### src/rtl/sar_pkg.sv
package sar_pkg;
  typedef struct packed {
    logic clearAll;
    logic takeSign;
    logic takeBit;
    logic latchOut;
  } sarStrobe_t;
endpackage

### src/rtl/sar_ctrl.sv
module sar_ctrl
  import sar_pkg::*;
#(
  parameter int MAG_W = 12
) (
  input  logic                     clk,
  input  logic                     rstN,
  input  logic                     startPulse,
  output sarStrobe_t               strb,
  output logic [$clog2(MAG_W)-1:0] bitIdx,
  output logic                     done
);
  localparam int CW = $clog2(MAG_W + 1);
  localparam int IW = $clog2(MAG_W);
  localparam logic [CW-1:0] LAST = CW'(MAG_W);

  logic          busy;
  logic [CW-1:0] stepCnt;
  logic [CW-1:0] remain;

  always_comb begin
    remain        = LAST - stepCnt;
    bitIdx        = remain[IW-1:0];
    strb.clearAll = startPulse;
    strb.takeSign = busy && (stepCnt == '0) && !startPulse;
    strb.takeBit  = busy && (stepCnt != '0) && !startPulse;
    strb.latchOut = strb.takeBit && (stepCnt == LAST);
  end

  always_ff @(posedge clk) begin
    if (!rstN) begin
      busy    <= 1'b0;
      stepCnt <= '0;
      done    <= 1'b0;
    end else begin
      done <= strb.latchOut;
      if (startPulse) begin
        busy    <= 1'b1;
        stepCnt <= '0;
      end else if (busy) begin
        if (stepCnt == LAST) busy <= 1'b0;
        else stepCnt <= stepCnt + 1'b1;
      end
    end
  end


  done_single_chk: assert property (@(posedge clk) disable iff (!rstN)
    done |=> !done);
endmodule

### src/rtl/sar_datapath.sv
module sar_datapath
  import sar_pkg::*;
#(
  parameter int MAG_W = 12
) (
  input  logic                     clk,
  input  logic                     rstN,
  input  sarStrobe_t               strb,
  input  logic [$clog2(MAG_W)-1:0] bitIdx,
  input  logic                     cmpHigh,
  output logic [MAG_W:0]           trialCode,
  output logic [MAG_W:0]           result
);
  localparam logic [MAG_W-1:0] ONE = MAG_W'(1);

  logic             signBit;
  logic [MAG_W-1:0] mag;
  logic [MAG_W-1:0] bitMask;
  logic [MAG_W-1:0] trialMag;
  logic [MAG_W-1:0] nextMag;
  logic [MAG_W:0]   resReg;

  always_comb begin
    bitMask   = ONE << bitIdx;
    trialMag  = strb.takeBit ? (mag | bitMask) : mag;
    nextMag   = cmpHigh ? (mag | bitMask) : mag;
    trialCode = {signBit, signBit ? ~trialMag : trialMag};
  end

  always_ff @(posedge clk) begin
    if (!rstN) begin
      signBit <= 1'b0;
      mag     <= '0;
      resReg  <= '0;
    end else begin
      if (strb.clearAll) begin
        signBit <= 1'b0;
        mag     <= '0;
      end else if (strb.takeSign) begin
        signBit <= !cmpHigh;
      end else if (strb.takeBit) begin
        mag <= nextMag;
      end
      if (strb.latchOut && !strb.clearAll)
        resReg <= {signBit, signBit ? ~nextMag : nextMag};
    end
  end

  assign result = resReg;


  sign_phase_zero_chk: assert property (@(posedge clk) disable iff (!rstN)
    strb.takeSign |-> (trialCode == '0));

  low_bits_clear_chk: assert property (@(posedge clk) disable iff (!rstN)
    strb.takeBit |-> ((trialMag & (bitMask - ONE)) == '0));

  sign_held_chk: assert property (@(posedge clk) disable iff (!rstN)
    (strb.takeBit && $past(strb.takeBit)) |-> $stable(trialCode[MAG_W]));
endmodule

### src/rtl/signfirst_sar.sv
module signfirst_sar
  import sar_pkg::*;
#(
  parameter int MAG_W = 12
) (
  input  logic           clk,
  input  logic           rstN,
  input  logic           startPulse,
  input  logic           cmpHigh,
  output logic [MAG_W:0] trialCode,
  output logic           done,
  output logic [MAG_W:0] result
);
  localparam int IW = $clog2(MAG_W);
  localparam int SW = $clog2(MAG_W + 1) + 2;

  sarStrobe_t    strb;
  logic [IW-1:0] bitIdx;

  sar_ctrl #(.MAG_W(MAG_W)) u_ctrl (
    .clk(clk), .rstN(rstN), .startPulse(startPulse),
    .strb(strb), .bitIdx(bitIdx), .done(done)
  );

  sar_datapath #(.MAG_W(MAG_W)) u_dp (
    .clk(clk), .rstN(rstN), .strb(strb), .bitIdx(bitIdx),
    .cmpHigh(cmpHigh), .trialCode(trialCode), .result(result)
  );

  // Window checker: clocks since the latest start pulse, saturating.
  logic [SW-1:0] sinceStart;
  always_ff @(posedge clk) begin
    if (!rstN) sinceStart <= '0;
    else if (startPulse) sinceStart <= SW'(1);
    else if (sinceStart != '1) sinceStart <= sinceStart + 1'b1;
  end


  done_latency_chk: assert property (@(posedge clk) disable iff (!rstN)
    done |-> (sinceStart == SW'(MAG_W + 2)));

  result_hold_chk: assert property (@(posedge clk) disable iff (!rstN)
    !done |-> $stable(result));
endmodule

### config.mk
export PLATFORM = sky130hd
export DESIGN_NAME = signfirst_sar
export DESIGN_NICKNAME = d
export VERILOG_FILES = /design/src/rtl/sar_pkg.sv /design/src/rtl/sar_ctrl.sv /design/src/rtl/sar_datapath.sv /design/src/rtl/signfirst_sar.sv
export SDC_FILE = /design/constraint.sdc
export NUM_CORES = 1
export LEC_CHECK = 0
export ABC_CLOCK_PERIOD_IN_PS = 3560
export BUFFER_PORTS_ARGS = -buffer_cell sky130_fd_sc_hd__buf_2
export CAP_MARGIN = 20
export CORE_UTILIZATION = 30
export CTS_CLUSTER_SIZE = 28
export DETAILED_ROUTE_END_ITERATION = 10
export HOLD_SLACK_MARGIN = 0.06
export MAX_ROUTING_LAYER = met4
export PLACE_DENSITY = 0.56
export SYNTH_ARGS = -nofsm -noshare
export SYNTH_HDL_FRONTEND = slang
export SYNTH_SLANG_ARGS = --single-unit
### constraint.sdc
create_clock -name clk -period 3.56 [get_ports clk]
set_input_delay 0.712 -clock clk [delete_from_list [all_inputs] [get_ports clk]]
set_output_delay 0.712 -clock clk [all_outputs]
set_load 0.05 [all_outputs]
=== After elaboration in Yosys (flattened, before gate mapping) ===
Index checks and enable logic that the tools add are counted.

* $add $sub $neg: 2
* Equality and inequality tests: 1
* Shift operators: 1
* Multiplexer cells: 7
* Bitwise operators: 6
* Reduce and logical (&&, ||, !) cells: 13

{| class="wikitable"
|+ Operator list
! kind !! number
|-
| $mux W12 || 4
|-
| $not A12 Y12 || 2
|-
| $or A12 B12 Y12 || 1
|-
| $shl A1 B4 Y12 const A || 1
|-
| $logic_and A1 B1 Y1 || 6
|-
| $add A4 B1 Y4 const B || 1
|-
| $eq A4 B4 Y1 const B || 1
|-
| $logic_not A4 Y1 || 1
|-
| $reduce_and A2 Y1 || 2
|-
| $reduce_bool A4 Y1 || 1
|-
| $sub A4 B4 Y4 const A || 1
|-
| $mux W1 || 3
|-
| $not A1 Y1 || 3
|-
| $logic_not A1 Y1 || 2
|-
| $reduce_or A2 Y1 || 1
|}

* Register bits: 32
* Bits of input ports: 4
* Output and inout port bits: 27

=== Longest topological paths before layout ===
Gate-level depths: netlist of the first run.

* Depth in word-level cells: 6
* Gate-level depth with buffers: 8
* Depth with buffers taken out: 6

=== By module ===
Synthesis of the first run repeated with hierarchy kept, for this count alone.

* Cells, all modules: 192
* Area, all modules: 1788.0 µm²

{| class="wikitable"
|+ Modules (own cells, without submodules)
! module !! times used !! cells each !! area an instance (µm²) !! sequential area each (µm²)
|-
| sar_datapath || 1 || 147 || 1431.4 || 520.5
|-
| sar_ctrl || 1 || 45 || 356.6 || 120.1
|}

=== Worst setup path before layout of the first run ===
No wires, ideal clock.

* Kind: register to output
* Start: register u_ctrl.stepCnt[0]
* End: output trialCode[10]
* Data arrival time: 2.361 ns
* Data required time: 2.848 ns
* Path slack: 0.487 ns
* Cell stages (with the launch flop): 8
* Path through: dfxtp_1 > inv_1 > ha_1 > nor3b_1 > buf_2 > a31o_2 > a31oi_1 > xnor2_1

* Word-level cells in the longest chain between the ends: 6

{| class="wikitable"
|+ RTL lines
! what !! RTL line !! source
|-
| start: declaration || sar_ctrl.sv:18 || <nowiki>logic [CW-1:0] stepCnt;</nowiki>
|-
| start signal: assignment || sar_ctrl.sv:42 || <nowiki>else stepCnt <= stepCnt + 1'b1;</nowiki>
|-
| $sub A4 B4 Y4 / $reduce_bool A4 Y1 (equally long branches) || sar_ctrl.sv:22, sar_ctrl.sv:26 ||
|-
| $shl A1 B4 Y12 / $logic_and A1 B1 Y1 (equally long branches) || sar_datapath.sv:24, sar_ctrl.sv:26 ||
|-
| $or A12 B12 Y12 / $logic_and A1 B1 Y1 (equally long branches) || sar_datapath.sv:25, sar_ctrl.sv:26 ||
|-
| $mux W12 * || sar_datapath.sv:25 || <nowiki>trialMag = strb.takeBit ? (mag | bitMask) : mag;</nowiki>
|-
| $not A12 Y12 || sar_datapath.sv:27 || <nowiki>trialCode = {signBit, signBit ? ~trialMag : trialMag};</nowiki>
|-
| $mux W12 * || sar_datapath.sv:27 ||
|-
| end: declaration || signfirst_sar.sv:10 || <nowiki>output logic [MAG_W:0] trialCode,</nowiki>
|}

Mark *: on every way between the ends. The rest lies on a longest branch, timed or not.

=== Final worst setup path of the first run ===
* Start: register u_ctrl.stepCnt[0]
* End: output trialCode[8]

The elaborated chain is that of the path after synthesis.

==> results of run 1 <==
-- kinds of logic (layout without fill, tap and decap cells) --
kind of cell	count (synthesis)	in the layout	share of synthesized area, %
xor+xnor	14	14	5.88
buf+inv	37	55	7.74
flops	32	32	30.7
simple gates	93	93	24.4
fa+ha+maj	6	6	3.60
compound gates	87	87	27.7
-- synthesized netlist by cell type (2+ instances only) --
library cell  count
o31ai_1           8
nand2_1          24
nand3b_1          2
a31oi_1          14
a22oi_1           4
ha_1              6
a31o_2           12
nor4_1            4
nor3_1            5
nor2_1           17
nor3_2            3
o21ai_0          17
or4b_1            5
o22ai_1           4
and2_1            4
nand3_1          15
nor2b_1           3
buf_4             3
buf_2             9
dfxtp_1          32
nand2b_1          3
inv_1            13
xnor2_1          13
a21oi_1          15
o211ai_1          5
clkbuf_1         10
o21a_1            2
-- power breakdown --
group / internal, mW / leakage [nW] / switching, mW / total [mW]
Sequential: 0.360 / 0.258 / 0.00527 / 0.365
Combinational: 0.0181 / 0.579 / 0.0525 / 0.0706
Clock: 0.158 / 0.0455 / 0.137 / 0.294
-- tightest hold or removal path, delay by kind of cell (launching register included) --
| family | cells | cell delay [ns] |
|---|---|---|
| flops | 1 | 0.32 |
| compound gates | 1 | 0.05 |
| simple gates | 1 | 0.04 |
-- metrics by stage --
step                      utilization, %  setup WS [ns]  std cells  power (mW)
after floorplan                        -          0.487        269       0.427
after global placement              33.3          0.754        359       0.444
after detailed placement            33.3          0.684        359       0.443
after CTS                           34.6          0.353        367       0.735
after global routing                34.6          0.127        367       0.757
final                               34.6          0.345        367       0.730
-- sequential cells by signal (all words and copies together), names as in the netlist --
name,count
u_ctrl.stepCnt,4
u_dp.signBit,1
u_ctrl.done,1
u_dp.result,13
u_dp.mag,12
u_ctrl.busy,1
-- how the worst max path moves through the flow --
stage                          endpoint  cells after the start
after floorplan           trialCode[10]                      7
after global placement     trialCode[8]                      9
after detailed placement   trialCode[8]                      9
after CTS                  trialCode[8]                      9
after global routing      trialCode[10]                      9
final                      trialCode[8]                      9
-- per-layer routing --
metal	part of all wire (%)	GRT usage [%]
met5	0	-
met1	46	21.7
met2	47	26.2
met3	5.7	3.02
met4	1.6	5.15
-- layout make-up --
type / instances / area [sq um] / share of cell area, %
clock buffers: 8 / 90.1 / 3.85
inverters: 14 / 52.6 / 2.25
multi-input cells: 200 / 1280 / 54.9
flip-flops and latches: 32 / 641 / 27.4
well taps: 80 / 100 / 4.28
repair buffers: 33 / 173 / 7.38
==> metrics.yaml, run 1 <==
outcome:
  status: "complete, no violations"
cells_and_area:
  syn_to_final_growth_pct: 12.2
  fin_area_sq_um: 2340
  drive_gt1_share_pct: 20.6
  n_antenna_cell: 0
  fillers: 733
  fin_nets: 296
  mostFrequentLayoutCells: "32 x dfxtp_1, 30 x buf_2, 24 x nand2_1, 17 x nor2_1, 17 x o21ai_0"
  mostFrequentLayoutCell: "dfxtp_1"
global_route:
  grt_start_max_net_pins: 22
  grt_use_total_pct: 16.6
  antenna_found_initial: 0
  grt_pass1_wl_um: 9220
  grt_remaining_overflow: 0
  grt_pass1_vias: 1776
worst_setup_path:
  crit_type: "flop to primary output"
  reg2reg_slack_ns: 1.07
  cp-startpoint: "u_ctrl.stepCnt[0]"
  start_kind: "flop"
  crit_path_cell_trace: "inv_1, ha_1, buf_4, nor3b_1, buf_4, a31o_2, a31oi_1, xnor2_1, buf_2"
  reg2regPathDepth: 7
  worstPathArrival_ns: 2.50
  endpoint_kind: "primary output"
  critPathTopFamily: "buffers and inverters"
  r2r-end: "u_dp.result[9]"
  cpMostUsedCell: "buf_4"
  cp_num_buf_inv: 4
  r2r-start: "u_ctrl.stepCnt[0]"
  critPathMaxFanout: 21
  slowest_delay_ns: 0.49
  cp_slowest_cell: "dfxtp_1"
  cp_data_required_time_ns: 2.85
logic_synthesis:
  syn-cell-area_sq_um: 2090
  yosys_warnings: 0
  synth-seq-cells: 32
  ys.flop_type: "dfxtp_1"
  synth_cell_types: 44
  async_flop_share_pct: 0
  syn_inst: 269
  yosys.area.top_type: "dfxtp_1"
  synth_edf_count: 0
  synth_top_area_share_pct: 30.7
  avgSynthCellArea_sq_um: 7.75
  yosys-top-cells-area: "dfxtp_1 31%, xnor2_1 5.5%, a31o_2 5.0%"
  ys_seq_area_share_pct: 30.7
  synth_fp_nets: 279
sta:
  final-max-slew-violation-count: 0
  rsz0062_at_grt: "false"
  hold_viol_final: 0
  skew_ns: 0.00895
  finalSetupTns_ns: 0
  hold_ws_ns: 0.445
  post-route-min-period_ns: 3.21
  slew_headroom_pct: 53.0
  min_period_over_period_pct: 90.3
  tightest_slew_ns: 0.701
  fmax_ghz: 0.311
  setup_viol: 0
floorplan:
  row_count: 30
  die_y_um: 85.4
  initial_core_util_pct: 30.9
  die_w_um: 85.4
  fp.coreArea_sq_um: 6760
  die-area_sq_um: 7290
  ios: 31
routing:
  final_antenna_net_count: 0
  viasPerCell: 5.38
  first_pass_iters: 5
  vias: 1974
  drc: 0
  wire_per_inst_um: 15.4
  routed_wl_um: 5670
  drt_iter0_drc: 138
power:
  vdd_drop_max_mv: 0.104
  powerDensity_nw_per_um2: 312
  p_leak_nw: 0.883
clocking:
  clock_latency_ns: 0.29
  cts-root-buf: "clkbuf_8"
  cts_made_buffers: 5
  cts_hold_buf: 0
  h-tree-depth: 2
  cts_setup_buffers: 0
  cts_resized: 0
  path_clk_slew_ns: 0.06
  cts_tree: "done"
  clock_sinks: 32
  cts.path.max_buffers: 2
place:
  place_area_sq_um: 2250
  port_buffers: 30
  dp.final_hpwl_um: 4110
  gp_congestion: 0.919
worst_hold_path:
  min_path_type: "flop to flop"
  holdPathStages: 2
  worstHoldStart: "u_dp.result[7]"
  hold-path-endpoint: "u_dp.result[7]"
job:
  drv_cap: 0
No activity file was read; power rests on OpenSTA's default activity.
==> run 2: changes to the inputs <==
--- a/config.mk
+++ b/config.mk
@@ -5,6 +5,7 @@
 export SDC_FILE = /design/constraint.sdc
 export NUM_CORES = 1
 export LEC_CHECK = 0
+export ABC_AREA = 1
 export ABC_CLOCK_PERIOD_IN_PS = 3560
 export BUFFER_PORTS_ARGS = -buffer_cell sky130_fd_sc_hd__buf_2
 export CAP_MARGIN = 20
@@ -13,7 +14,7 @@
 export DETAILED_ROUTE_END_ITERATION = 10
 export HOLD_SLACK_MARGIN = 0.06
 export MAX_ROUTING_LAYER = met4
-export PLACE_DENSITY = 0.56
+export PLACE_DENSITY = 0.57
 export SYNTH_ARGS = -nofsm -noshare
 export SYNTH_HDL_FRONTEND = slang
 export SYNTH_SLANG_ARGS = --single-unit
==> run 2 against run 1 <==
Clock-buffer cell count unchanged. Clock power about the same. Final area fell by 10%. Non-clock buffer count down 1. Register-to-register slack gained 0.52 ns. Sequential cell count unchanged. Synthesized cell count up 1.1%.
==> metrics.yaml, run 2 <==
sta:
  post-route-min-period_ns: 3.02
  hold_viol_final: 0
  finalSetupTns_ns: 0
  slew_headroom_pct: 49.1
  setup_viol: 0
  fmax_ghz: 0.331
  rsz0062_at_grt: "false"
  min_period_over_period_pct: 84.8
  tightest_slew_ns: 0.762
  skew_ns: 0.00960
  final-max-slew-violation-count: 0
place:
  gp_congestion: 0.806
  dp.cells: 367
  dp.final_hpwl_um: 3150
  port_buffers: 30
clocking:
  cts_setup_buffers: 0
  path_clk_slew_ns: 0.07
  cts_resized: 0
  cts_hold_buf: 0
  cts_made_buffers: 5
  cts_tree: "done"
  h-tree-depth: 2
  clock_latency_ns: 0.29
  cts-root-buf: "clkbuf_8"
  clock_sinks: 32
  cts.path.max_buffers: 2
logic_synthesis:
  yosys_warnings: 0
  yosys-top-cells-area: "dfxtp_1 35%, nand3_1 11%, nand2_1 9.9%"
  syn_inst: 272
  syn-cell-area_sq_um: 1830
  ys_seq_area_share_pct: 35.1
  yosys.area.top_type: "dfxtp_1"
  avgSynthCellArea_sq_um: 6.71
  synth_edf_count: 0
  synth_top_area_share_pct: 35.1
  ys.flop_type: "dfxtp_1"
  synth_most_common_cell: "nand2_1"
  synth-seq-cells: 32
  synth_cell_types: 24
  synth_top_cells_by_count: "48 x nand2_1, 41 x nor2_1, 39 x nand3_1, 32 x dfxtp_1, 27 x a21oi_1"
  async_flop_share_pct: 0
  synth_fp_nets: 282
routing:
  wl_met1_um: 2270
  vias: 1737
  highest_layer: "met4"
  wl_met2_um: 1980
  wire_per_inst_um: 12.0
  viasPerCell: 4.63
  final_antenna_net_count: 0
  dr_wl_met3_um: 206
  routed_wl_um: 4520
  drc: 0
  drt_iter0_drc: 135
  first_pass_iters: 4
global_route:
  grt_start_max_net_pins: 24
  antenna_found_initial: 0
  grt_use_total_pct: 16.1
  grt_remaining_overflow: 0
  grt_pass1_vias: 1615
  grt_pass1_wl_um: 7690
worst_setup_path:
  critPathTopFamily: "simple AND/OR/NAND/NOR gates"
  crit_type: "flop to primary output"
  endpoint_kind: "primary output"
  cp_slowest_cell: "dfxtp_1"
  start_kind: "flop"
  crit_path_cell_trace: "inv_1, ha_1, nand2_2, nand2_1, nor2_1, nand3_1, nand2_1, xor2_1, buf_2"
  cp_data_required_time_ns: 2.85
  slowest_delay_ns: 0.45
  cpMostUsedCell: "nand2_1"
  critPathMaxFanout: 7
  worstPathArrival_ns: 2.31
  cp_num_buf_inv: 2
power:
  powerDensity_nw_per_um2: 341
  vdd_drop_max_mv: 0.186
  power_uw: 717
  p_leak_nw: 1.00
floorplan:
  die_y_um: 80.0
  initial_core_util_pct: 31.0
  die-area_sq_um: 6400
  die_w_um: 80.0
  fp.coreArea_sq_um: 5890
  ios: 31
  row_count: 28
worst_hold_path:
  min_path_type: "flop to flop"
outcome:
  status: "complete, no violations"
job:
  drv_cap: 0
cells_and_area:
  mostFrequentLayoutCell: "nand2_1"
  syn_to_final_growth_pct: 15.1
  mostFrequentLayoutCells: "48 x nand2_1, 41 x nor2_1, 39 x nand3_1, 32 x dfxtp_1, 30 x buf_2"
  multiInputGateArea_sq_um: 1010
  drive_gt1_share_pct: 15.3
  stdcell_count: 375
  regArea_sq_um: 641
  n_antenna_cell: 0
  fillers: 659
  largest_reg_flops: 13
  fin_nets: 309
-- run 2: kinds of logic after synthesis --
kind of cell	count (synthesis)	share of synthesized area [%]
XOR/XNOR	12	5.76
adder cells (fa/ha/maj)	6	4.11
flip-flops	32	35.1
AO/OA/AOI/OAI	46	12.7
buffers and inverters	39	9.59
AND/OR/NAND/NOR	137	32.8
-- run 2: worst register-to-register path, stage by stage, from the launching register on --
cell and delay (ns):
dfxtp_1 0.45, inv_1 0.15, ha_1 0.26, nand2_2 0.10, nand2_1 0.10, nor2_1 0.28, nand3_1 0.17, nand3_1 0.10
nand2_1 0.05, nor2_1 0.12, nor2_1 0.05
-- run 2: stage by stage --
step / setup slack [ns] / utilization [%] / hold slack [ns] / area [sq um]
6_report: 0.541 / 35.7 / 0.516 / 2100
5_1_grt: 0.342 / 35.7 / 0.550 / 2100
4_1_cts: 0.528 / 35.7 / 0.517 / 2100
3_5_place_dp: 0.819 / 34.2 / 0.506 / 2010
3_3_place_gp: 0.819 / 34.2 / 0.504 / 2010
2_1_floorplan: 0.711 / - / 0.476 / 1830
-- run 2: routing by layer --
layer | up-vias | track usage (%)
li1 | 927 | -
met1 | 766 | 20.9
met2 | 40 | 24.4
met3 | 4 | 3.09
met4 | 0 | 6.43
met5 | - | -
-- run 2: power by group --
part / internal (mW) / switching, mW
clock: 0.158 / 0.137
sequential: 0.360 / 0.00412
combinational: 0.0136 / 0.0445
-- run 2: path summary, 6_finish.rpt --
kind,start,endpoint,slack [ns],cells past startpoint
worst min-delay path,u_dp.mag[7],u_dp.mag[7],0.52,2
worst max register to register,u_ctrl.stepCnt[1],u_dp.result[3],1.59,10
worst min register to register,u_dp.mag[7],u_dp.mag[7],0.52,2
worst max-delay path,u_ctrl.stepCnt[1],trialCode[2],0.54,9
-- run 2: layout make-up --
cell class	count	area share (%)
well taps	75	4.47
multi-input cells	201	48.1
inverters	27	4.82
repair buffers	32	7.86
clock buffers	8	4.29
flip-flops and latches	32	30.5
==> run 3: changes to the inputs <==
--- a/config.mk
+++ b/config.mk
@@ -6,7 +6,7 @@
 export NUM_CORES = 1
 export LEC_CHECK = 0
 export ABC_AREA = 1
-export ABC_CLOCK_PERIOD_IN_PS = 3560
+export ABC_CLOCK_PERIOD_IN_PS = 2800
 export BUFFER_PORTS_ARGS = -buffer_cell sky130_fd_sc_hd__buf_2
 export CAP_MARGIN = 20
 export CORE_UTILIZATION = 30
==> constraint.sdc (replaced) <==
create_clock -name clk -period 2.8 [get_ports clk]
set_input_delay 0.56 -clock clk [delete_from_list [all_inputs] [get_ports clk]]
set_output_delay 0.56 -clock clk [all_outputs]
set_load 0.05 [all_outputs]
==> run 3 against run 2 <==
Clock-buffer cell count shrank 1. Sequential share of layout area shrank 2.0 points. Die area is the same. Total power grew 47%. Global-route usage grew 0.34 points. Final area grew 7.3%. Non-clock buffer count grew 3. Sequential power grew 27%. Critical endpoint is now trialCode[5]. Largest power group is now clock.
==> metrics.yaml, run 3 (same netlist as run 2, synthesis figures left out) <==
sta:
  skew_ns: 0.00634
  hold_viol_final: 0
  tightest_slew_ns: 0.465
  slew_headroom_pct: 68.9
  min_period_over_period_pct: 95.1
  post-route-min-period_ns: 2.66
  hold_ws_ns: 0.515
  setup_viol: 0
  final-max-slew-violation-count: 0
  timing.final.ws_setup_ns: 0.138
  fmax_ghz: 0.376
  finalSetupTns_ns: 0
worst_setup_path:
  worstPathArrival_ns: 2.10
  cp_slowest_cell: "dfxtp_2"
  crit_path_cell_trace: "inv_1, ha_4, nand2_2, nor2_1, nor2_2, buf_12, nand3_1, nand2_1, xor2_1, buf_2"
  reg2regPathDepth: 10
  cp_data_required_time_ns: 2.24
  crit_type: "flop to primary output"
  start_kind: "flop"
  critPathMaxFanout: 23
  r2r-start: "u_ctrl.stepCnt[0]"
  endpoint_kind: "primary output"
  reg2reg_slack_ns: 0.92
  slowest_delay_ns: 0.39
  r2r-end: "u_dp.result[10]"
cells_and_area:
  mostFrequentLayoutCells: "47 x nand2_1, 39 x nand3_1, 37 x nor2_1, 30 x dfxtp_1, 27 x a21oi_1"
  n_antenna_cell: 0
  fin_nets: 312
  finish.utilization_pct: 38.3
  largest_reg_flops: 13
  drive_gt1_share_pct: 19.8
  syn_to_final_growth_pct: 23.4
  mostFrequentLayoutCell: "nand2_1"
  fillers: 649
clocking:
  cts.path.max_buffers: 2
  cts_setup_buffers: 0
  cts_made_buffers: 5
  cts_resized: 8
  cts-root-buf: "clkbuf_8"
  path_clk_slew_ns: 0.07
  cts_tree: "done"
  clock_latency_ns: 0.30
  cts_hold_buf: 0
  clock_sinks: 32
  h-tree-depth: 2
floorplan:
  ios: 31
  initial_core_util_pct: 31.0
  die_y_um: 80.0
  die_w_um: 80.0
  die-area_sq_um: 6400
  row_count: 28
  fp.coreArea_sq_um: 5890
global_route:
  grt_start_max_net_pins: 24
  grt_remaining_overflow: 0
  grt_use_total_pct: 16.4
  grt_pass1_vias: 1660
  grt_pass1_wl_um: 7690
  antenna_found_initial: 0
place:
  port_buffers: 30
  dp.final_hpwl_um: 3230
  gp_congestion: 0.814
  pre_cts_slack_ns: 0.292
routing:
  wire_per_inst_um: 12.5
  drc: 0
  vias: 1799
  first_pass_iters: 4
  final_antenna_net_count: 0
  viasPerCell: 4.76
  drt_iter0_drc: 68
  routed_wl_um: 4710
power:
  vdd_drop_max_mv: 0.209
  powerDensity_nw_per_um2: 468
  p_leak_nw: 1.05
worst_hold_path:
  hold-path-endpoint: "u_dp.mag[4]"
  holdPathStages: 2
  min_path_type: "flop to flop"
  worstHoldStart: "u_dp.mag[4]"
outcome:
  status: "complete, no violations"
job:
  drv_cap: 0
-- run 3: changes by cell type in the layout (fill, tap and decap cells not counted), moves of 2 or more --
cell      delta
dfxtp_1      -2
buf_2        -9
nor2_4       +4
nor2_1       -4
clkbuf_1     -2
dfxtp_2      +2
buf_4       +11
-- run 3: where the power goes --
part	switching, mW	internal [mW]
combinational	0.0662	0.0252
sequential	0.00301	0.458
clock	0.188	0.314
-- run 3: routing by layer --
layer,vias to the layer above,wire length [um],part of all wire [%],global-route usage [%]
met4,0,87,1.8,6.96
met5,-,0,0,-
met1,824,2340,50,20.4
li1,936,-,-,-
met2,30,2130,45,25.6
met3,9,157,3.3,3.43
-- run 3: worst max-delay path by stage --
stage,from,endpoint,slack (ns)
after floorplan,u_ctrl.stepCnt[0],trialCode[8],0.11
after global placement,u_ctrl.stepCnt[1],trialCode[10],0.33
after detailed placement,u_ctrl.stepCnt[0],trialCode[8],0.29
after CTS,u_ctrl.stepCnt[0],trialCode[2],0.007
after global routing,u_ctrl.stepCnt[0],trialCode[8],-0.02
final,u_ctrl.stepCnt[1],trialCode[5],0.14
-- run 3: final cells by class --
type | instances | area, sq um | area share (%)
Timing Repair Buffer | 35 | 223 | 9.88
Inverter | 27 | 101 | 4.50
Tap cell | 75 | 93.8 | 4.16
Multi-Input combinational cell | 201 | 1070 | 47.3
Clock inverter | 1 | 30.0 | 1.33
Clock buffer | 7 | 96.3 | 4.28
Sequential cell | 32 | 643 | 28.5
-- run 3: metrics by stage --
stage | total power, mW | instances | area (sq um)
2_1_floorplan | 0.528 | 272 | 1830
3_3_place_gp | 0.551 | 370 | 2050
3_5_place_dp | 0.552 | 370 | 2050
4_1_cts | 1.06 | 378 | 2190
5_1_grt | 1.10 | 378 | 2250
6_report | 1.05 | 378 | 2250
-- run 3: worst max-delay path: cells and delay by family (launching register included) --
family / cells / cell delay [ns]
simple gates: 5 / 0.50
xor+xnor: 1 / 0.13
buf+inv: 3 / 0.57
flops: 1 / 0.39
fa+ha+maj: 1 / 0.20
